===== src/rtl/burst_seq_pkg.sv =====
package burst_seq_pkg;

    localparam int BEAT_W   = 2;
    localparam int BURST_LEN = 1 << BEAT_W;

    typedef enum logic [2:0] {
        ST_IDLE  = 3'd0,
        ST_BEAT0 = 3'd1,
        ST_BEAT1 = 3'd2,
        ST_BEAT2 = 3'd3,
        ST_BEAT3 = 3'd4
    } seq_state_t;

    function automatic logic [BEAT_W-1:0] beat_of(input seq_state_t s);
        case (s)
            ST_BEAT1: return 2'd1;
            ST_BEAT2: return 2'd2;
            ST_BEAT3: return 2'd3;
            default:  return 2'd0;
        endcase
    endfunction

endpackage


===== src/rtl/burst_base_reg.sv =====
module burst_base_reg #(
    parameter int ADDR_W = 19
) (
    input  logic              clk,
    input  logic              rst_n,
    input  logic              load,
    input  logic [ADDR_W-1:0] ext_addr,
    output logic [ADDR_W-1:0] base_addr
);

    always_ff @(posedge clk) begin
        if (!rst_n)
            base_addr <= '0;
        else if (load)
            base_addr <= ext_addr;
    end

endmodule


===== src/rtl/burst_beat_fsm.sv =====
module burst_beat_fsm
    import burst_seq_pkg::*;
(
    input  logic              clk,
    input  logic              rst_n,
    input  logic              load,
    input  logic              step,
    output seq_state_t        state,
    output logic [BEAT_W-1:0] beat,
    output logic              busy
);

    seq_state_t state_nx;

    // state register
    always_ff @(posedge clk) begin
        if (!rst_n)
            state <= ST_IDLE;
        else
            state <= state_nx;
    end

    // transitions: LOAD, STEP, HOLD
    always_comb begin
        state_nx = state;
        if (load) begin
            state_nx = ST_BEAT0;
        end else if (step) begin
            unique case (state)
                ST_IDLE:  state_nx = ST_IDLE;
                ST_BEAT0: state_nx = ST_BEAT1;
                ST_BEAT1: state_nx = ST_BEAT2;
                ST_BEAT2: state_nx = ST_BEAT3;
                ST_BEAT3: state_nx = ST_BEAT0;
                default:  state_nx = ST_IDLE;
            endcase
        end
    end

    // outputs
    always_comb begin
        beat = beat_of(state);
        busy = (state != ST_IDLE);
    end

endmodule


===== src/rtl/burst_order_map.sv =====
module burst_order_map
    import burst_seq_pkg::*;
(
    input  logic [BEAT_W-1:0] start_lo,
    input  logic [BEAT_W-1:0] beat,
    input  logic              order_sel,
    output logic [BEAT_W-1:0] addr_lo
);

    logic [BEAT_W-1:0] lin_lo;
    logic [BEAT_W-1:0] xor_lo;

    always_comb begin
        lin_lo  = start_lo + beat;
        xor_lo  = start_lo ^ beat;
        addr_lo = order_sel ? xor_lo : lin_lo;
    end

endmodule


===== src/rtl/burst_addr_seq.sv =====
module burst_addr_seq
    import burst_seq_pkg::*;
#(
    parameter int ADDR_W = 19
) (
    input  logic              clk,
    input  logic              rst_n,
    input  logic [ADDR_W-1:0] ext_addr,
    input  logic              strb_proc_n,
    input  logic              strb_ctrl_n,
    input  logic              start_ok,
    input  logic              adv_n,
    input  logic              beat_qual,
    input  logic              order_sel,
    output logic [ADDR_W-1:0] arr_addr
);

    localparam int HI_W = ADDR_W - BEAT_W;

    logic              load;
    logic              step;
    logic [ADDR_W-1:0] base_addr;
    seq_state_t        state;
    logic [BEAT_W-1:0] beat;
    logic              busy;
    logic [BEAT_W-1:0] addr_lo;

    always_comb begin
        load = start_ok & (~strb_proc_n | ~strb_ctrl_n);
        step = strb_proc_n & strb_ctrl_n & ~adv_n & beat_qual;
    end

    burst_base_reg #(.ADDR_W(ADDR_W)) u_base (
        .clk       (clk),
        .rst_n     (rst_n),
        .load      (load),
        .ext_addr  (ext_addr),
        .base_addr (base_addr)
    );

    burst_beat_fsm u_fsm (
        .clk   (clk),
        .rst_n (rst_n),
        .load  (load),
        .step  (step),
        .state (state),
        .beat  (beat),
        .busy  (busy)
    );

    burst_order_map u_map (
        .start_lo  (base_addr[BEAT_W-1:0]),
        .beat      (beat),
        .order_sel (order_sel),
        .addr_lo   (addr_lo)
    );

    always_comb begin
        arr_addr = {base_addr[ADDR_W-1 -: HI_W], addr_lo};
    end

endmodule


===== config.mk =====
export PLATFORM = sky130hd
export DESIGN_NAME = burst_addr_seq
export DESIGN_NICKNAME = d
export VERILOG_FILES = /design/src/rtl/burst_seq_pkg.sv /design/src/rtl/burst_base_reg.sv /design/src/rtl/burst_beat_fsm.sv /design/src/rtl/burst_order_map.sv /design/src/rtl/burst_addr_seq.sv
export SDC_FILE = /design/constraint.sdc
export NUM_CORES = 1
export LEC_CHECK = 0
export BUFFER_PORTS_ARGS = -buffer_cell sky130_fd_sc_hd__buf_2
export CAP_MARGIN = 20
export CORE_UTILIZATION = 46
export DETAILED_ROUTE_END_ITERATION = 16
export PLACE_DENSITY_LB_ADDON = 0.15
export SLEW_MARGIN = 0
export SYNTH_ARGS = -nofsm -noshare
export SYNTH_HDL_FRONTEND = slang
export SYNTH_SLANG_ARGS = --single-unit

===== constraint.sdc =====
create_clock -name clk -period 1.4 [get_ports clk]
set_input_delay 0.07 -clock clk [delete_from_list [all_inputs] [get_ports clk]]
set_output_delay 0.07 -clock clk [all_outputs]
set_load 0.02 [all_outputs]

==> results of run 1 <==
[cells by family (layout without fill, tap and decap cells)]
group	count (synthesis)	in the layout
adder cells (fa/ha/maj)	1	1
AND/OR/NAND/NOR	51	51
XOR/XNOR	3	3
buffers and inverters	24	61
flip-flops	22	22
AO/OA/AOI/OAI	26	26
[cells in the mapped netlist]
master	n	share of area (%)
a21bo_2	1	0.96
a21boi_0	21	15
a21oi_1	2	0.96
a31oi_1	1	0.60
buf_4	17	12
clkbuf_1	7	2.5
dfxtp_1	22	42
ha_1	1	1.2
nand2_1	42	15
nand2b_1	1	0.60
nand3b_1	1	0.72
nand4b_2	1	1.4
nor2_1	2	0.72
nor2b_1	1	0.60
o21ai_0	1	0.48
or2_2	1	0.60
or3_1	1	0.60
or4b_1	1	0.96
xnor2_1	3	2.5
[state kept, by name, indices dropped and copies added (netlist names)]
register and count:
u_base.base_addr 19, u_fsm.state 3
[power groups by stage]
stage          sequential, mW  combinational [mW]  clock [mW]
2_1_floorplan           0.687               0.151           0
3_3_place_gp            0.686               0.198           0
3_5_place_dp            0.688               0.203           0
4_1_cts                 0.675               0.225       0.352
5_1_grt                 0.679               0.248       0.379
6_report                0.674               0.223       0.340
[area by class of cell]
cell class | count | area, µm² | area share [%]
clock buffer | 4 | 36.3 | 2.71
timing repair buffer | 57 | 342 | 25.5
multi-input combinational | 81 | 483 | 36.1
tap | 27 | 33.8 | 2.53
sequential | 22 | 443 | 33.1
[worst paths after layout]
check | to | slack, ps
worst min register to register | u_base.base_addr[12] | 470
worst max-delay path | arr_addr[1] | -320
worst max register to register | u_fsm.state[1] | 130
worst min-delay path | u_base.base_addr[7] | 8
[per-stage QoR]
| step | area, µm² | hold slack, ps |
|---|---|---|
| global route | 1340 | 3.12 |
| floorplan | 1050 | 215 |
| CTS | 1340 | 0.257 |
| finish | 1340 | 8.28 |
| detailed placement | 1190 | 328 |
| global placement | 1190 | 319 |
[metal layers]
| layer | part of all wire [%] | vias to the layer above | wire length, µm | track usage, % |
|---|---|---|---|---|
| li1 | - | 468 | - | - |
| met5 | 0 | - | 0 | 0 |
| met1 | 42 | 401 | 879 | 22.2 |
| met4 | 0.91 | 0 | 19 | 10.0 |
| met3 | 4.4 | 2 | 93 | 4.32 |
| met2 | 53 | 23 | 1100 | 33.8 |
[worst min-delay path: cells and delay by family]
family | cells | cell delay [ps]
simple gates | 1 | 40
buf+inv | 1 | 90
compound gates | 1 | 60
[timing repair]
action / in CTS / in global routing
endpoints found under the hold margin: 7 / 0
gates resized for setup: 10 / 0
hold buffers: 7 / 0
endpoints found under the setup margin: 2 / 2
pin swaps: 4 / 5
[placed cells by master (no fill, tap or decap)]
| cell | instances |
|---|---|
| buf_2 | 43 |
| nand2_1 | 42 |
| a21boi_0 | 20 |
| dfxtp_1 | 20 |
| dlygate4sd3_1 | 7 |
| buf_4 | 6 |
| xnor2_2 | 3 |
| clkbuf_4 | 3 |
| nor2_1 | 2 |
| a21oi_1 | 2 |
| dfxtp_2 | 2 |
| nand2b_1 | 1 |
| nand3b_1 | 1 |
| o21ai_0 | 1 |
| nor2b_4 | 1 |
| a21boi_1 | 1 |
| a21bo_2 | 1 |
| nand4b_2 | 1 |
| or4b_1 | 1 |
| a31oi_1 | 1 |
| or2_2 | 1 |
| or3_1 | 1 |
| ha_2 | 1 |
| clkbuf_8 | 1 |
| buf_6 | 1 |
==> flow_summary.ini, run 1 <==
[status]
status = complete, but fails checks
violations = negative setup slack

[pwr]
seqPwrFrac_pct = 54.5
p_sw_uw = 316
clockPowerShare_pct = 27.5
swShare_pct = 25.5
finalPower_mw = 1.24
p_per_area_mw_per_mm2 = 925
power_leakage_nw = 0.610
p_int_uw = 922
pwr-share-comb_pct = 18.0
ir_worst_vdd_mv = 0.786

[yosys]
ys_seq_area_share_pct = 42.2
synth_cell_types = 19
synth_area_mm2 = 0.00104
synthXorXnorAreaFrac_pct = 2.51
ys_warn_count = 0
syn_area_per_cell_um2 = 8.23
synthMuxAreaShare_pct = 0
syn_nets = 155
synth_fa_ha_area_share_pct = 1.20
synth-simple-area-share_pct = 21.3
synth_top_family_by_area = simple AND/OR/NAND/NOR gates
ys_seq_elements = 22
synth_compound_area_share_pct = 18.1
syn-instance-count = 127

[sta]
final_hold_viol_count = 0
setup_slack_ps = -322
setup_tns_ps = -322
slew_violations = 0
setup_viol = 1
worstMarginPinSlew_ps = 410
max_freq_mhz = 581
grt_setup_unrepaired = yes
relSlewSlack_pct = 72.7
post-route-period-util_pct = 123
skew_ps = 0.396
period_minus_slack_ps = 1720

[routing]
vias_per_cell = 4.68
antenna_left = 0
drt-total-wl_um = 2090
dr.pass1.iters = 5
drt_iter0_markers = 9
post-route-drc-count = 0
vias = 894
wl_per_cell_um = 11.0

[floorplanning]
ioPinCount = 46
die_x_um = 49.7
core-area_mm2 = 0.00204
initial_core_util_pct = 51.2
row_count = 16
die_y_um = 49.7
dieArea_mm2 = 0.00247

[job]
drv_cap = 0

[global_route]
grt_pass1_wl_um = 3620
overflow = 0
track_usage_pct = 19.5
grt_pass1_vias = 888
grt_start_max_net_pins = 22
antenna_found_initial = 0

[setup_path]
critPathKind = flip-flop to output port
worstPathArrival_ps = 1650
cpPeakStageDelay_ps = 360
cp_cell_sequence = xnor2_2 > nor2_1 > ha_2 > nor2b_4 > xnor2_2 > xnor2_2 > buf_4
ff2ff_path_depth = 3
critPathLaunch = u_fsm.state[2]
rr_startpoint = u_fsm.state[2]
crit_required_ps = 1330
critPathBufInv = 1
crit_family = XOR/XNOR gates
cp.depth = 7
start_kind = flip-flop
end_kind = output port
critPathSlowestCell = dfxtp_2
cp_max_fo = 2
cpMostUsedCell = xnor2_2

[min_path]
holdPathStages = 3
hold_path_startpoint = ext_addr[7]
min-delay-path-class = input port to flip-flop

[clock_tree]
clockBufferDepth = 2
worstSkewPairLatency_ps = 300
cts.clk_slew.worst_paths_ps = 120
cts_tree = done
numCtsBuffers = 3
ctsHtreeMaxLevel = 1
clock-sinks = 22
cts_setup_buffers = 0
root_buffer = clkbuf_4

[layout]
n_fill_cell = 200
area_delta_synth_final_pct = 28.0
final_core_util_pct = 65.5
final_nets = 193
finalNonFillerCells = 191
diodes = 0
drive_gt1_share_pct = 39.0

[place]
dp_cells = 180
dpl_worst_slack_ps = -57.2
place_hpwl_um = 1450
gp_congestion = 0.668
portBuffers = 45
No activity file was read; power rests on OpenSTA's default activity.
==> run 2: changes to the inputs <==
--- a/config.mk
+++ b/config.mk
@@ -5,11 +5,13 @@
 export SDC_FILE = /design/constraint.sdc
 export NUM_CORES = 1
 export LEC_CHECK = 0
+export ABC_AREA = 1
 export BUFFER_PORTS_ARGS = -buffer_cell sky130_fd_sc_hd__buf_2
 export CAP_MARGIN = 20
 export CORE_UTILIZATION = 46
+export CTS_CLUSTER_DIAMETER = 100
 export DETAILED_ROUTE_END_ITERATION = 16
-export PLACE_DENSITY_LB_ADDON = 0.15
+export PLACE_DENSITY = 0.78
 export SLEW_MARGIN = 0
 export SYNTH_ARGS = -nofsm -noshare
 export SYNTH_HDL_FRONTEND = slang
==> flow_summary.ini, run 2 <==
[sta]
max_freq_mhz = 583
final_hold_viol_count = 0
whs_ps = 10.5
relSlewSlack_pct = 79.7
period_minus_slack_ps = 1710
skew_ps = 0.0201
grt_setup_unrepaired = yes
setup_slack_ps = -314
worstMarginPinSlew_ps = 304
setup_viol = 2
post-route-period-util_pct = 122
slew_violations = 0

[layout]
final_core_util_pct = 61.6
final_area_mm2 = 0.00136
final_cell_mix = 43 x buf_2, 40 x nor2_1, 19 x dfxtp_1
area_delta_synth_final_pct = 26.8
largest_reg_flops = 19
register_area_um2 = 449
diodes = 0
mostFrequentLayoutCell = buf_2
multiInputGateArea_um2 = 434
reg_top3 = u_base.base_addr (19), u_fsm.state (3)
largest_register = u_base.base_addr
drive_gt1_share_pct = 44.6
final_nets = 213
n_fill_cell = 203

[global_route]
track_usage_pct = 19.7
grt_start_max_net_pins = 23
overflow = 0
grt_pass1_wl_um = 3760
grt_pass1_vias = 984
antenna_found_initial = 0

[yosys]
synth_area_mm2 = 0.00107
ys_async_sr_fraction_pct = 0
ys_top_cells_by_area = dfxtp_1 41%, nor2_1 14%, buf_4 13%, o21ai_0 8.4%, nand2_1 4.2%
syn_area_per_cell_um2 = 7.46
synth_top_family_by_area = simple AND/OR/NAND/NOR gates
synth_commonest_cells = 41 x nor2_1, 22 x dfxtp_1, 18 x buf_4, 18 x o21ai_0, 12 x nand2_1
synth-simple-area-share_pct = 24.0
synth_cell_types = 19
ys_seq_elements = 22
synth_top_area_share_pct = 41.0
synth_area_leader_cell = dfxtp_1
ys_seq_area_share_pct = 41.0
synth_fa_ha_area_share_pct = 1.16
synth.most_common_cell = nor2_1
synthXorXnorAreaFrac_pct = 0.815
synth_edf_count = 0
ys_warn_count = 0
syn-instance-count = 144
synth_compound_area_share_pct = 11.5
syn_nets = 172
synth_ff_type = dfxtp_1
synthMuxAreaShare_pct = 0

[setup_path]
crit_family = simple AND/OR/NAND/NOR gates
cp_cell_sequence = o21ai_4 > nand2_2 > inv_2 > ha_4 > inv_2 > nor2_2 > nand2_1 > nand2_1 > nand3_1 > nand2_1 > inv_1 > buf_6
critPathKind = flip-flop to output port
cp_max_fo = 3
worstPathArrival_ps = 1640
ff2ff_path_depth = 12
rr_startpoint = u_fsm.state[0]
cp.depth = 12
cpPeakStageDelay_ps = 380
worstReg2RegEnd = u_fsm.state[0]
rrSetupSlack_ps = -310
critPathLaunch = u_fsm.state[0]
crit_required_ps = 1330
endpoint = arr_addr[1]
start_kind = flip-flop
critPathSlowestCell = dfxtp_4
end_kind = output port
cpMostUsedCell = nand2_1
critPathBufInv = 4

[pwr]
finalPower_mw = 1.44
ir_worst_vdd_mv = 0.595
power_leakage_nw = 0.687
p_per_area_mw_per_mm2 = 1050

[floorplanning]
row_count = 17
die_x_um = 50.3
core-area_mm2 = 0.00221
die_y_um = 50.3
dieArea_mm2 = 0.00253
initial_core_util_pct = 48.6
ioPinCount = 46

[min_path]
min-delay-path-class = input port to flip-flop

[place]
place_hpwl_um = 1520
dpl_cell_area_mm2 = 0.00118
portBuffers = 45
gp_congestion = 0.759

[routing]
wl_per_cell_um = 10.6
vias_per_cell = 4.67
vias = 989
dr.pass1.iters = 4
drt_iter0_markers = 14
drt-total-wl_um = 2250
post-route-drc-count = 0
antenna_left = 0

[job]
drv_cap = 0

[clock_tree]
cts.clk_slew.worst_paths_ps = 120
root_buffer = clkbuf_4
worstSkewPairLatency_ps = 300
numCtsBuffers = 3
clock-sinks = 22
clockBufferDepth = 2
ctsHtreeMaxLevel = 1
cts_tree = done

[status]
status = complete, but fails checks
violations = negative setup slack
-- run 2: changes by cell type in the layout (fill, tap and decap cells not counted), sizes merged, moves of 8 or more --
cell and delta:
nand2 -26, nor2 +42, inv +11, a21boi -21
buf +8, o21ai +22
-- run 2: logic make-up (layout without fill, tap and decap cells) --
group / Yosys count / after routing
AND/OR/NAND/NOR: 62 / 62
buffers and inverters: 34 / 74
AO/OA/AOI/OAI: 24 / 24
flip-flops: 22 / 22
adder cells (fa/ha/maj): 1 / 1
XOR/XNOR: 1 / 1
-- run 2: per-stage QoR --
stage	TNS (ps)	std cells	worst slack, ps
final	-627	212	-314
after global placement	0	198	25.9
after floorplan	0	144	57.5
after global routing	-899	212	-436
after detailed placement	-49.9	198	-49.9
after CTS	-579	211	-297
-- run 2: how the worst min path moves through the flow --
stage | startpoint | to | slack [ps] | cells after the start
after floorplan | ext_addr[12] | u_base.base_addr[12] | 220 | 2
after global placement | ext_addr[12] | u_base.base_addr[12] | 320 | 3
after detailed placement | ext_addr[9] | u_base.base_addr[9] | 330 | 3
after CTS | ext_addr[7] | u_base.base_addr[7] | 1 | 3
after global routing | ext_addr[13] | u_base.base_addr[13] | 20 | 3
final | ext_addr[7] | u_base.base_addr[7] | 10 | 3
-- run 2: layout make-up --
| type | instances | share of cell area [%] |
|---|---|---|
| Tap cell | 28 | 2.57 |
| Sequential cell | 22 | 33.0 |
| Multi-Input combinational cell | 88 | 31.9 |
| Inverter | 11 | 3.40 |
| Clock inverter | 1 | 2.20 |
| Timing Repair Buffer | 59 | 25.3 |
| Clock buffer | 3 | 1.65 |
-- run 2: power by group --
part	total, mW	leakage (nW)	switching, mW	internal, mW
sequential	0.692	0.184	0.0245	0.668
clock	0.483	0.0279	0.193	0.289
combinational	0.262	0.475	0.155	0.107
total	1.44	0.687	0.373	1.06
-- run 2: worst register-to-register path, cell delays in order, from the launching register on --
cell	delay [ps]
dfxtp_4	380
o21ai_4	160
nand2_2	70
buf_4	130
buf_4	120
buf_4	120
buf_4	120
buf_4	120
buf_4	120
buf_4	120
nor2_2	60
nor2_1	40
nor2_1	90
-- run 2: metal layers --
layer	wire [µm]	share of wire (%)	track usage, %	vias to the layer above
li1	-	-	-	510
met1	946	42	19.1	448
met2	1170	52	38.4	27
met3	107	4.8	3.64	4
met4	26	1.2	10.6	0
met5	0	0	0	-
-- run 2: what timing repair did --
action,4_1_cts,5_1_grt
hold endpoints to repair,1,0
setup buffers,8,1
cloned,0,0
endpoints found under the setup margin,2,3
pin swaps,5,6
hold buffers,1,0
resized for setup,12,8
